$ cat src/rtl/xcorr_pkg.sv
package xcorr_pkg;
  typedef enum logic {
    SEQ_IDLE = 1'b0,
    SEQ_RUN  = 1'b1
  } seq_state_e;
endpackage

$ cat src/rtl/xcorr_bank.sv
module xcorr_bank #(
  parameter int DEPTH = 9,
  parameter int AW    = 4,
  parameter int DW    = 8
) (
  input  logic          clk,
  input  logic          we,
  input  logic [AW-1:0] waddr,
  input  logic [DW-1:0] wdata,
  input  logic [AW-1:0] raddr,
  output logic [DW-1:0] rdata
);
  logic [DW-1:0] mem [DEPTH];

  always_ff @(posedge clk) begin
    if (we) mem[waddr] <= wdata;
    rdata <= mem[raddr];
  end
endmodule

$ cat src/rtl/xcorr_lag_seq.sv
module xcorr_lag_seq
  import xcorr_pkg::*;
#(
  parameter int N  = 9,
  parameter int AW = 4,
  parameter int LW = 5
) (
  input  logic          clk,
  input  logic          rst,
  input  logic          go,
  output logic          iss_vld,
  output logic          iss_first,
  output logic          iss_last,
  output logic [LW-1:0] iss_lag,
  output logic [AW-1:0] addr_a,
  output logic [AW-1:0] addr_b
);
  localparam int NOUT = 2 * N - 1;
  localparam logic [LW-1:0] LAG_MID  = LW'(N - 1);
  localparam logic [LW-1:0] LAG_LAST = LW'(NOUT - 1);

  seq_state_e    state;
  logic [LW-1:0] lag;
  logic [LW-1:0] pos;
  logic [LW-1:0] base_a, base_b, wlen;
  logic [LW-1:0] sum_a, sum_b;

  always_comb begin
    if (lag <= LAG_MID) begin
      base_a = '0;
      base_b = LAG_MID - lag;
      wlen   = lag + LW'(1);
    end else begin
      base_a = lag - LAG_MID;
      base_b = '0;
      wlen   = LAG_LAST - lag + LW'(1);
    end
    sum_a = base_a + pos;
    sum_b = base_b + pos;
  end

  assign iss_vld   = (state == SEQ_RUN);
  assign iss_first = (pos == '0);
  assign iss_last  = (pos == wlen - LW'(1));
  assign iss_lag   = lag;
  assign addr_a    = sum_a[AW-1:0];
  assign addr_b    = sum_b[AW-1:0];

  always_ff @(posedge clk) begin
    if (rst) begin
      state <= SEQ_IDLE;
      lag   <= '0;
      pos   <= '0;
    end else begin
      case (state)
        SEQ_IDLE: begin
          if (go) begin
            state <= SEQ_RUN;
            lag   <= '0;
            pos   <= '0;
          end
        end
        SEQ_RUN: begin
          if (iss_last) begin
            pos <= '0;
            if (lag == LAG_LAST) state <= SEQ_IDLE;
            else                 lag   <= lag + LW'(1);
          end else begin
            pos <= pos + LW'(1);
          end
        end
        default: state <= SEQ_IDLE;
      endcase
    end
  end
endmodule

$ cat src/rtl/xcorr_mac.sv
module xcorr_mac #(
  parameter int N    = 9,
  parameter int DW   = 8,
  parameter int LW   = 5,
  parameter int ACCW = 20
) (
  input  logic                   clk,
  input  logic                   rst,
  input  logic                   iss_vld,
  input  logic                   iss_first,
  input  logic                   iss_last,
  input  logic [LW-1:0]          iss_lag,
  input  logic [DW-1:0]          smp_a,
  input  logic [DW-1:0]          smp_b,
  output logic                   res_valid,
  output logic [LW-1:0]          res_lag,
  output logic signed [ACCW-1:0] res_data,
  output logic                   done
);
  localparam int PW = 2 * DW;
  localparam logic [LW-1:0] LAG_LAST = LW'(2 * N - 2);

  logic          st_vld, st_first, st_last;
  logic [LW-1:0] st_lag;
  logic signed [ACCW-1:0] acc;
  logic signed [PW-1:0]   prod;
  logic signed [ACCW-1:0] prod_x, nxt;

  always_comb begin
    prod   = $signed(smp_a) * $signed(smp_b);
    prod_x = ACCW'(prod);
    nxt    = st_first ? prod_x : acc + prod_x;
  end

  always_ff @(posedge clk) begin
    if (rst) begin
      st_vld    <= 1'b0;
      st_first  <= 1'b0;
      st_last   <= 1'b0;
      st_lag    <= '0;
      acc       <= '0;
      res_valid <= 1'b0;
      res_lag   <= '0;
      res_data  <= '0;
      done      <= 1'b0;
    end else begin
      st_vld   <= iss_vld;
      st_first <= iss_first;
      st_last  <= iss_last;
      st_lag   <= iss_lag;
      if (st_vld) acc <= nxt;
      res_valid <= st_vld && st_last;
      if (st_vld && st_last) begin
        res_lag  <= st_lag;
        res_data <= nxt;
      end
      done <= res_valid && (res_lag == LAG_LAST);
    end
  end
endmodule

$ cat src/rtl/xcorr_engine.sv
module xcorr_engine #(
  parameter int N    = 9,
  parameter int DW   = 8,
  parameter int ACCW = 20,
  parameter int AW   = $clog2(N),
  parameter int LW   = $clog2(2 * N - 1)
) (
  input  logic                   clk,
  input  logic                   rst,
  input  logic                   ld_en,
  input  logic                   ld_sel,
  input  logic [AW-1:0]          ld_addr,
  input  logic [DW-1:0]          ld_data,
  input  logic                   start,
  output logic                   busy,
  output logic                   res_valid,
  output logic [LW-1:0]          res_lag,
  output logic signed [ACCW-1:0] res_data,
  output logic                   done
);
  localparam logic [LW-1:0] LAG_LAST = LW'(2 * N - 2);
  localparam logic [AW:0]   DEPTH_X  = (AW+1)'(N);

  logic          go;
  logic          iss_vld, iss_first, iss_last;
  logic [LW-1:0] iss_lag;
  logic [AW-1:0] rd_addr [2];
  logic [DW-1:0] rd_data [2];
  logic          addr_ok;

  assign go      = start && !busy;
  assign addr_ok = {1'b0, ld_addr} < DEPTH_X;

  always_ff @(posedge clk) begin
    if (rst)                                     busy <= 1'b0;
    else if (go)                                 busy <= 1'b1;
    else if (res_valid && res_lag == LAG_LAST)   busy <= 1'b0;
  end

  xcorr_lag_seq #(.N(N), .AW(AW), .LW(LW)) u_seq (
    .clk       (clk),
    .rst       (rst),
    .go        (go),
    .iss_vld   (iss_vld),
    .iss_first (iss_first),
    .iss_last  (iss_last),
    .iss_lag   (iss_lag),
    .addr_a    (rd_addr[0]),
    .addr_b    (rd_addr[1])
  );

  for (genvar g = 0; g < 2; g++) begin : g_bank
    logic we;
    assign we = ld_en && !busy && addr_ok && (ld_sel == 1'(g));
    xcorr_bank #(.DEPTH(N), .AW(AW), .DW(DW)) u_bank (
      .clk   (clk),
      .we    (we),
      .waddr (ld_addr),
      .wdata (ld_data),
      .raddr (rd_addr[g]),
      .rdata (rd_data[g])
    );
  end

  xcorr_mac #(.N(N), .DW(DW), .LW(LW), .ACCW(ACCW)) u_mac (
    .clk       (clk),
    .rst       (rst),
    .iss_vld   (iss_vld),
    .iss_first (iss_first),
    .iss_last  (iss_last),
    .iss_lag   (iss_lag),
    .smp_a     (rd_data[0]),
    .smp_b     (rd_data[1]),
    .res_valid (res_valid),
    .res_lag   (res_lag),
    .res_data  (res_data),
    .done      (done)
  );
endmodule

$ cat config.mk
export PLATFORM = sky130hd
export DESIGN_NAME = xcorr_engine
export DESIGN_NICKNAME = d
export VERILOG_FILES = /design/src/rtl/xcorr_pkg.sv /design/src/rtl/xcorr_bank.sv /design/src/rtl/xcorr_lag_seq.sv /design/src/rtl/xcorr_mac.sv /design/src/rtl/xcorr_engine.sv
export SDC_FILE = /design/constraint.sdc
export NUM_CORES = 1
export LEC_CHECK = 0
export CAP_MARGIN = 20
export CORE_MARGIN = 4
export CORE_UTILIZATION = 56
export CTS_CLUSTER_DIAMETER = 200
export DETAILED_ROUTE_END_ITERATION = 6
export HOLD_SLACK_MARGIN = 0.15
export PLACE_DENSITY_LB_ADDON = 0.2
export SYNTH_ARGS = -nofsm -noshare
export SYNTH_HDL_FRONTEND = slang
export SYNTH_SLANG_ARGS = --single-unit
$ cat constraint.sdc
create_clock -name clk -period 6.31 [get_ports clk]
set_clock_uncertainty 0.1 [all_clocks]
set_input_delay 0.9465 -clock clk [delete_from_list [all_inputs] [get_ports clk]]
set_output_delay 0.9465 -clock clk [all_outputs]
set_load 0.05 [all_outputs]
## Yosys cells after proc, flatten, opt, wreduce, memory -nomap -nowiden

Memory sizes are Yosys's and may differ from the RTL's. A register that Yosys moved wholly into a read port is not among the register bits.
Cells that the tools add are included.

- Bits in registers: 67
- Memory bits (writable): 144
- Bits of input ports: 17
- Logic and storage cells: 67
- Memories kept: 2

- Add/subtract/negate cells: 10
- Multiply operators: 1
- Order comparisons: 2
- Equal/unequal tests: 6
- Muxes and demuxes: 20
- Bitwise gates (word level): 2
- Reductions and logical operators: 11

Memories:

| memory | depth | width | read ports | clocked after Yosys merged registers in | wr ports | RTL line | source |
|---|---|---|---|---|---|---|---|
| g_bank[0].u_bank.mem | 9 | 8 | 1 | 1 | 1 | xcorr_bank.sv:13 | `logic [DW-1:0] mem [DEPTH];` |
| g_bank[1].u_bank.mem | 9 | 8 | 1 | 1 | 1 | xcorr_bank.sv:13 |  |

Operator list:

| cell | number |
|---|---|
| $mux W5 | 5 |
| $add A20 B16 Y20 | 1 |
| $mux W20 | 1 |
| $pmux W5 S2 | 2 |
| $mul A8 B8 Y16 | 1 |
| $add A5 B1 Y5 const B | 3 |
| $eq A5 B5 Y1 const B | 2 |
| $mux W1 | 9 |
| $add A4 B4 Y4 | 2 |
| $mux W4 | 2 |
| $logic_and A1 B1 Y1 | 7 |
| $eq A5 B5 Y1 | 1 |
| $le A5 B4 Y1 const B | 1 |
| $logic_not A5 Y1 | 1 |
| $sub A5 B1 Y5 const B | 1 |
| $sub A5 B5 Y5 const A | 1 |
| $lt A4 B4 Y1 const B | 1 |
| $ne A2 B2 Y1 const B | 2 |
| $sub A4 B4 Y4 const A | 1 |
| $sub A4 B4 Y4 const B | 1 |
| $reduce_and A3 Y1 | 1 |
| $ne A2 B1 Y1 const B | 1 |
| $not A1 Y1 | 2 |
| $pmux W1 S2 | 1 |
| 2 further kinds | 2 |

## Logic depth before layout (Yosys ltp)

Gate-level depths: netlist of run 1.

- Depth in word-level cells: 7
- Mapped depth: 25

## Hierarchy

A second synthesis of run 1 with hierarchy kept.

- Cell total of the unflattened synthesis: 1138
- Area total of the unflattened synthesis: 12971.2 µm²

Modules (own cells, without submodules):

| module | instances | cells each | area an instance (µm²) | seq. area each (µm²) |
|---|---|---|---|---|
| xcorr_bank | 2 | 171 | 3064.2 | 2322.2 |
| xcorr_mac | 1 | 627 | 5521.5 | 1101.1 |
| xcorr_lag_seq | 1 | 160 | 1239.9 | 220.2 |
| xcorr_engine | 1 | 9 | 81.3 | 20.0 |

## Worst setup path after synthesis of run 1

Ideal clock, no wire load.

- Path type: register to register
- Start point: register g_bank[1].u_bank.rdata[3] (read register of g_bank[1].u_bank.mem)
- End point: register u_mac.res_data[19]
- Setup time: 0.091 ns
- Data arrival time: 6.294 ns
- Slack: -0.175 ns
- Stages on the path, launching flop included: 24
- Buffers on the path: 0
- Period minus slack after synthesis: 6.485 ns
- Cell sequence: dfxtp_1 -> and2_1 -> fa_1 -> inv_1 -> fa_1 -> inv_1 -> fa_1 -> inv_1 -> fa_1 -> inv_1 -> ha_1 -> a21o_1 -> a21o_1 -> a41oi_1 -> a21oi_1 -> xnor2_2 -> ha_1 -> a21oi_1 -> o21ai_0 -> a21o_1 -> a221oi_2 -> xor2_1 -> or3_1 -> a311oi_1

- Word-level cells in the longest chain between the ends: 3

Ends and longest elaborated chain:

| what | RTL line | source |
|---|---|---|
| from (decl) | xcorr_bank.sv:11 | `output logic [DW-1:0] rdata` |
| $mul A8 B8 Y16 (*) | xcorr_mac.sv:30 | `prod = $signed(smp_a) * $signed(smp_b);` |
| $add A20 B16 Y20 | xcorr_mac.sv:32 | `nxt = st_first ? prod_x : acc + prod_x;` |
| $mux W20 (*) | xcorr_mac.sv:32 |  |
| to (signal assigned) | xcorr_mac.sv:55 | `res_data <= nxt;` |
| to (decl) | xcorr_mac.sv:17 | `output logic signed [ACCW-1:0] res_data,` |

Every way passes the cells marked *; elsewhere a longest branch is shown, timed or not.
A chain may end at the register's enable or synchronous reset.

## Worst setup path in the final report of run 1

- Start point: register g_bank[1].u_bank.rdata[4] (read register of g_bank[1].u_bank.mem)
- End point: register u_mac.acc[18]

- Word-level cells in the longest chain between the ends: 3

Ends and longest elaborated chain:

| what | RTL line | source |
|---|---|---|
| $mul A8 B8 Y16 (*) | xcorr_mac.sv:30 |  |
| $add A20 B16 Y20 | xcorr_mac.sv:32 |  |
| $mux W20 (*) | xcorr_mac.sv:32 |  |
| to (signal assigned) | xcorr_mac.sv:51 | `if (st_vld) acc <= nxt;` |
| to (decl) | xcorr_mac.sv:25 | `logic signed [ACCW-1:0] acc;` |

Marks and branches as above.

==> results of run 1 <==
==> synth_stat cells (15+ instances only) <==
master | instances | area [um^2]
and2_1 | 52 | 325.3
ha_1 | 64 | 800.8
xnor2_1 | 28 | 245.2
mux4_2 | 32 | 720.7
clkbuf_1 | 27 | 101.4
dfxtp_1 | 83 | 1662
nor2_1 | 82 | 307.8
nor3_1 | 15 | 75.07
nand2_1 | 69 | 259.0
fa_1 | 58 | 1161
inv_1 | 108 | 405.4
mux2i_1 | 26 | 260.3
edfxtp_1 | 144 | 4324
a21oi_1 | 60 | 300.3
a211oi_1 | 23 | 172.7
o21ai_0 | 40 | 200.2
==> sequential cells by signal (all words and copies together), names as in the netlist, 5 cells and up <==
signal and flops:
g_bank.u_bank.mem 144, u_mac.acc 20, u_mac.res_data 20, u_mac.res_lag 5, g_bank.u_bank.rdata 16, u_mac.st_lag 5, u_seq.pos 5, u_seq.iss_lag 5
==> repair_timing <==
| item | in CTS | in global routing |
|---|---|---|
| endpoints found under the setup margin | 4 | 10 |
| pin swaps | 1 | 13 |
| setup buffers | 1 | 4 |
| hold endpoints to repair | 0 | 0 |
| gates resized for setup | 2 | 48 |
==> worst max-delay path: stages, from the launching register on <==
cell	delay (ns)
dfxtp_4	0.37
and2_1	0.15
fa_1	0.55
inv_2	0.06
fa_1	0.53
inv_1	0.05
fa_1	0.52
inv_1	0.05
fa_1	0.52
inv_1	0.06
ha_4	0.16
nor4_1	0.34
o21ai_1	0.17
a31o_2	0.26
a21oi_1	0.17
xnor2_1	0.17
ha_1	0.29
buf_4	0.17
o21ai_0	0.12
a21oi_1	0.15
o21a_1	0.19
nor2_1	0.16
a21oi_2	0.06
xor2_1	0.14
nand2_1	0.11
a311oi_2	0.31
==> cell type report <==
class	count	area share
Tap cell	280	0.02416
Clock buffer	27	0.04220
Sequential cell	227	0.4143
Multi-Input combinational cell	708	0.4339
Clock inverter	17	0.01372
Timing Repair Buffer	69	0.04306
Inverter	111	0.02873
==> cell families (layout without fill, tap and decap cells) <==
group | count (synthesis) | count (layout) | synth area share
simple gates | 294 | 294 | 0.1163
compound gates | 190 | 190 | 0.09756
buf+inv | 149 | 224 | 0.04527
flops | 227 | 227 | 0.4739
xor+xnor | 38 | 38 | 0.02694
fa+ha+maj | 122 | 122 | 0.1553
mux | 64 | 64 | 0.08479
==> stage by stage <==
step           setup TNS [ns]  instance area [um^2]  hold WS (ns)  setup WS, ns
2_1_floorplan               0                 12670        0.3174       0.01603
3_3_place_gp                0                 13420        0.3220      0.009191
3_5_place_dp          -0.1612                 13420        0.3274      -0.07393
4_1_cts                     0                 14240        0.3389       0.01136
5_1_grt               -0.2190                 14500        0.3619       -0.1224
6_report                    0                 14500        0.3383        0.2645
==> metal layers <==
metal  vias up  global-route usage  routed length [um]
li1       3954                   -                   -
met1      3998              0.2853               11300
met2       158              0.3621               12910
met3        35             0.02515                 883
met4         0             0.04833                 504
met5         -                   0                   0
==> final timing paths <==
kind | start | to | slack (ns)
hold / removal | u_mac.st_lag[2]$_SDFF_PP0_ | u_mac.res_lag[2]$_SDFFE_PP0P_ | 0.34
setup / recovery | g_bank[1].u_bank.rdata[4]$_DFF_P_ | u_mac.acc[18]$_SDFFE_PP0P_ | 0.26
setup reg to reg | g_bank[1].u_bank.rdata[4]$_DFF_P_ | u_mac.acc[18]$_SDFFE_PP0P_ | 0.26
hold reg to reg | u_mac.st_lag[2]$_SDFF_PP0_ | u_mac.res_lag[2]$_SDFFE_PP0P_ | 0.34
==> flow_summary.yaml, run 1 <==
cells_and_area:
  final_cell_mix: "edfxtp_1, inv_1, nor2_1"
  multi_input_area_um2: 6291
  fin_nets: 1280
  seq_area_um2: 6007
  nFillCells: 1634
  n_antenna_cell: 0
  layout_commonest_cell: "edfxtp_1"
  final_core_util: 0.6583
  layout-drive-gt1-share: 0.1355
  area_growth_pct: 14.79
  final-instance-count-excl-fill: 1439
clock_network:
  clkSinkCount: 227
  clkLatencyLatePin_ns: 0.53
  htreeDepth: 1
  cts_tree: "built"
  cts_inserted_buffers: 24
  cts-root-buf: "clkbuf_16"
  cts_buffer_depth: 3
  clk_pin_slew_ns: 0.06
  postCtsHoldBufs: 0
routing:
  routedWlPerCell_um: 17.79
  wl_um: 25600
  dr.pass1.iters: 5
  route.detailed.drc: 0
  num_vias: 8145
  ant_nets: 0
  vias_per_cell: 5.660
  drt_iter0_drc: 520
synthesis:
  synth.distinct_cells: 70
  synth_area_um2: 12630
  ys_warn_count: 0
  synth_edf_count: 144
  synthFlopType: "edfxtp_1"
  synth_area_per_cell_um2: 11.65
  ys_ff_latch: 227
  syn-num-nets: 1223
  synth_async_sr_flop_share: 0
  yosysSeqAreaShare: 0.4739
  synth_cells: 1084
critical_path:
  required_ns: 6.64
  reg2reg_depth: 25
  cp_max_fo: 8
  critPathArrivalTime_ns: 6.38
  start_kind: "flip-flop"
  critical_path_class: "flip-flop to flip-flop"
  endpoint_kind: "flip-flop"
timing:
  setup_viol: 0
  period_needed_ns: 6.046
  tightest_slew_ns: 1.052
  drv_slew: 0
  slew_headroom: 0.2965
  fmax_mhz: 165.4
  hold_viol: 0
  finalCritPeriodShare: 0.9581
grt:
  antenna_found_initial: 0
  grt-ovfl-total: 0
  grt_pass1_vias: 8168
  grt_start_max_net_pins: 56
  grt_first_pass_wirelength_um: 41960
  grt_usage: 0.2092
floorplan:
  initial_core_util: 0.5735
  die_w_um: 158.2
  ios: 45
  fp-row-count: 54
  die_y_um: 158.2
  die_area_um2: 25020
  core_um2: 22030
placed_design:
  portBuffers: 44
  place_hpwl_um: 18080
  gp_congestion: 0.8533
  place.detailed.instances: 1386
min_path:
  min_path_cells: 2
  hold_class: "flip-flop to flip-flop"
job:
  maxCapViolCount: 0
run_status:
  status: "completed"
Power of run 1 is not shown: default switching activity piles up to over one toggle a cycle in this logic, so the estimate is an artifact.
==> run 2, diff against run 1 <==
--- a/config.mk
+++ b/config.mk
@@ -12,6 +12,7 @@
 export DETAILED_ROUTE_END_ITERATION = 6
 export HOLD_SLACK_MARGIN = 0.15
 export PLACE_DENSITY_LB_ADDON = 0.2
+export SKIP_LAST_GASP = 1
 export SYNTH_ARGS = -nofsm -noshare
 export SYNTH_HDL_FRONTEND = slang
 export SYNTH_SLANG_ARGS = --single-unit
==> flow_summary.yaml, run 2 (synthesized netlist as in run 1, its figures left out) <==
routing:
  ant_nets: 0
  wl_um: 25540
  routedWlPerCell_um: 17.75
  dr.pass1.iters: 5
  drt_iter0_drc: 491
  num_vias: 8140
  vias_per_cell: 5.657
  route.detailed.drc: 0
grt:
  grt_usage: 0.2092
  grt_pass1_vias: 8168
  grt_first_pass_wirelength_um: 41960
  antenna_found_initial: 0
  grt_start_max_net_pins: 56
  grt-ovfl-total: 0
floorplan:
  die_area_um2: 25020
  fp-row-count: 54
  die_w_um: 158.2
  core_um2: 22030
  initial_core_util: 0.5735
  die_y_um: 158.2
  ios: 45
critical_path:
  r2r_slack_ns: 0.25
  endpoint_kind: "flip-flop"
  crit_end: "u_mac.acc[18]$_SDFFE_PP0P_"
  crit_slowest_cell: "fa_1"
  critical_path_class: "flip-flop to flip-flop"
  critPathMostFrequentCell: "fa_1"
  worstReg2RegStart: "g_bank[1].u_bank.rdata[4]$_DFF_P_"
  reg2reg_depth: 25
  cpPeakStageDelay_ns: 0.55
  required_ns: 6.65
  start_kind: "flip-flop"
  cp_max_fo: 8
  critPathArrivalTime_ns: 6.40
  crit_start: "g_bank[1].u_bank.rdata[4]$_DFF_P_"
  r2r_end: "u_mac.acc[18]$_SDFFE_PP0P_"
cells_and_area:
  reg_top3: "g_bank.u_bank.mem: 144 flops, u_mac.acc: 20 flops, u_mac.res_data: 20 flops"
  layout_commonest_cell: "edfxtp_1"
  regMostFlops: "g_bank.u_bank.mem"
  fin_nets: 1280
  layout-drive-gt1-share: 0.1346
  final-instance-count-excl-fill: 1439
  n_antenna_cell: 0
  nFillCells: 1640
  seq_area_um2: 6007
  multi_input_area_um2: 6269
  area_growth_pct: 14.61
  largest_reg_flops: 144
  final_area_um2: 14480
  final_cell_mix: "edfxtp_1, inv_1, nor2_1"
  final_core_util: 0.6573
timing:
  hold_viol: 0
  setup_viol: 0
  fmax_mhz: 165.0
  drv_slew: 0
  slew_headroom: 0.2971
  period_needed_ns: 6.062
  tightest_slew_ns: 1.051
  rsz0062_at_grt: "yes"
  holdWs_ns: 0.3382
  finalCritPeriodShare: 0.9606
clock_network:
  clkLatencyLatePin_ns: 0.53
  cts_tree: "built"
  clk_pin_slew_ns: 0.06
  cts_buffer_depth: 3
  cts-root-buf: "clkbuf_16"
  cts_inserted_buffers: 24
  clkSinkCount: 227
  htreeDepth: 1
placed_design:
  placed_area_um2: 13420
  gp_congestion: 0.8533
  place_hpwl_um: 18080
  place.detailed.instances: 1386
  portBuffers: 44
job:
  maxCapViolCount: 0
run_status:
  status: "completed"
min_path:
  hold_class: "flip-flop to flip-flop"
## run 2: cell count changes in the layout (fill, tap and decap cells not counted)
cell | previous run | this run
o21ai_0 | 35 | 36
ha_2 | 0 | 1
o21ai_1 | 6 | 5
ha_1 | 56 | 57
ha_4 | 8 | 6
## run 2: worst min-delay path by stage
| stage | start | depth (start not counted) | endpoint | slack [ns] |
|---|---|---|---|---|
| 2_1_floorplan | u_mac.st_lag[0]$_SDFF_PP0_ | 2 | u_mac.res_lag[0]$_SDFFE_PP0P_ | 0.32 |
| 3_3_place_gp | u_mac.st_lag[2]$_SDFF_PP0_ | 2 | u_mac.res_lag[2]$_SDFFE_PP0P_ | 0.32 |
| 3_5_place_dp | u_mac.st_lag[1]$_SDFF_PP0_ | 2 | u_mac.res_lag[1]$_SDFFE_PP0P_ | 0.33 |
| 4_1_cts | u_mac.st_lag[2]$_SDFF_PP0_ | 2 | u_mac.res_lag[2]$_SDFFE_PP0P_ | 0.34 |
| 5_1_grt | g_bank[1].u_bank.mem[8][4]$_DFFE_PP_ | 2 | g_bank[1].u_bank.rdata[4]$_DFF_P_ | 0.36 |
| 6_report | u_mac.st_lag[2]$_SDFF_PP0_ | 2 | u_mac.res_lag[2]$_SDFFE_PP0P_ | 0.34 |
## run 2: critical path: cells and delay by family (launching register included)
family | cells | cell delay, ns
simple gates | 4 | 0.72
xor+xnor | 2 | 0.31
buf+inv | 5 | 0.39
compound gates | 8 | 1.47
flops | 1 | 0.37
fa+ha+maj | 6 | 2.57
## run 2: metal layers
| metal | GRT usage | routed length (um) | vias up |
|---|---|---|---|
| li1 | - | - | 3956 |
| met1 | 0.2853 | 11270 | 4000 |
| met2 | 0.3621 | 12910 | 149 |
| met3 | 0.02515 | 840 | 35 |
| met4 | 0.04833 | 507 | 0 |
| met5 | 0 | 0 | - |
## run 2: final cells by class
type | count | area share
sequential | 227 | 0.4149
tap | 280 | 0.02420
multi-input combinational | 708 | 0.4330
clock inverter | 17 | 0.01374
timing repair buffer | 69 | 0.04313
clock buffer | 27 | 0.04226
inverter | 111 | 0.02878
## run 2: per-stage QoR
| stage | setup WS [ns] | setup TNS, ns |
|---|---|---|
| after CTS | 0.01136 | 0 |
| after detailed placement | -0.07393 | -0.1612 |
| after global placement | 0.009191 | 0 |
| final | 0.2483 | 0 |
| after floorplan | 0.01603 | 0 |
| after global routing | -0.1405 | -0.2575 |
## run 2: repair_timing
action                     CTS  global route
hold buffers                 0             0
setup endpoints to repair    4            10
buffers inserted             1             4
pin swaps                    1            13
gates resized for setup      2            45
Power of run 2 is left out for the same reason.
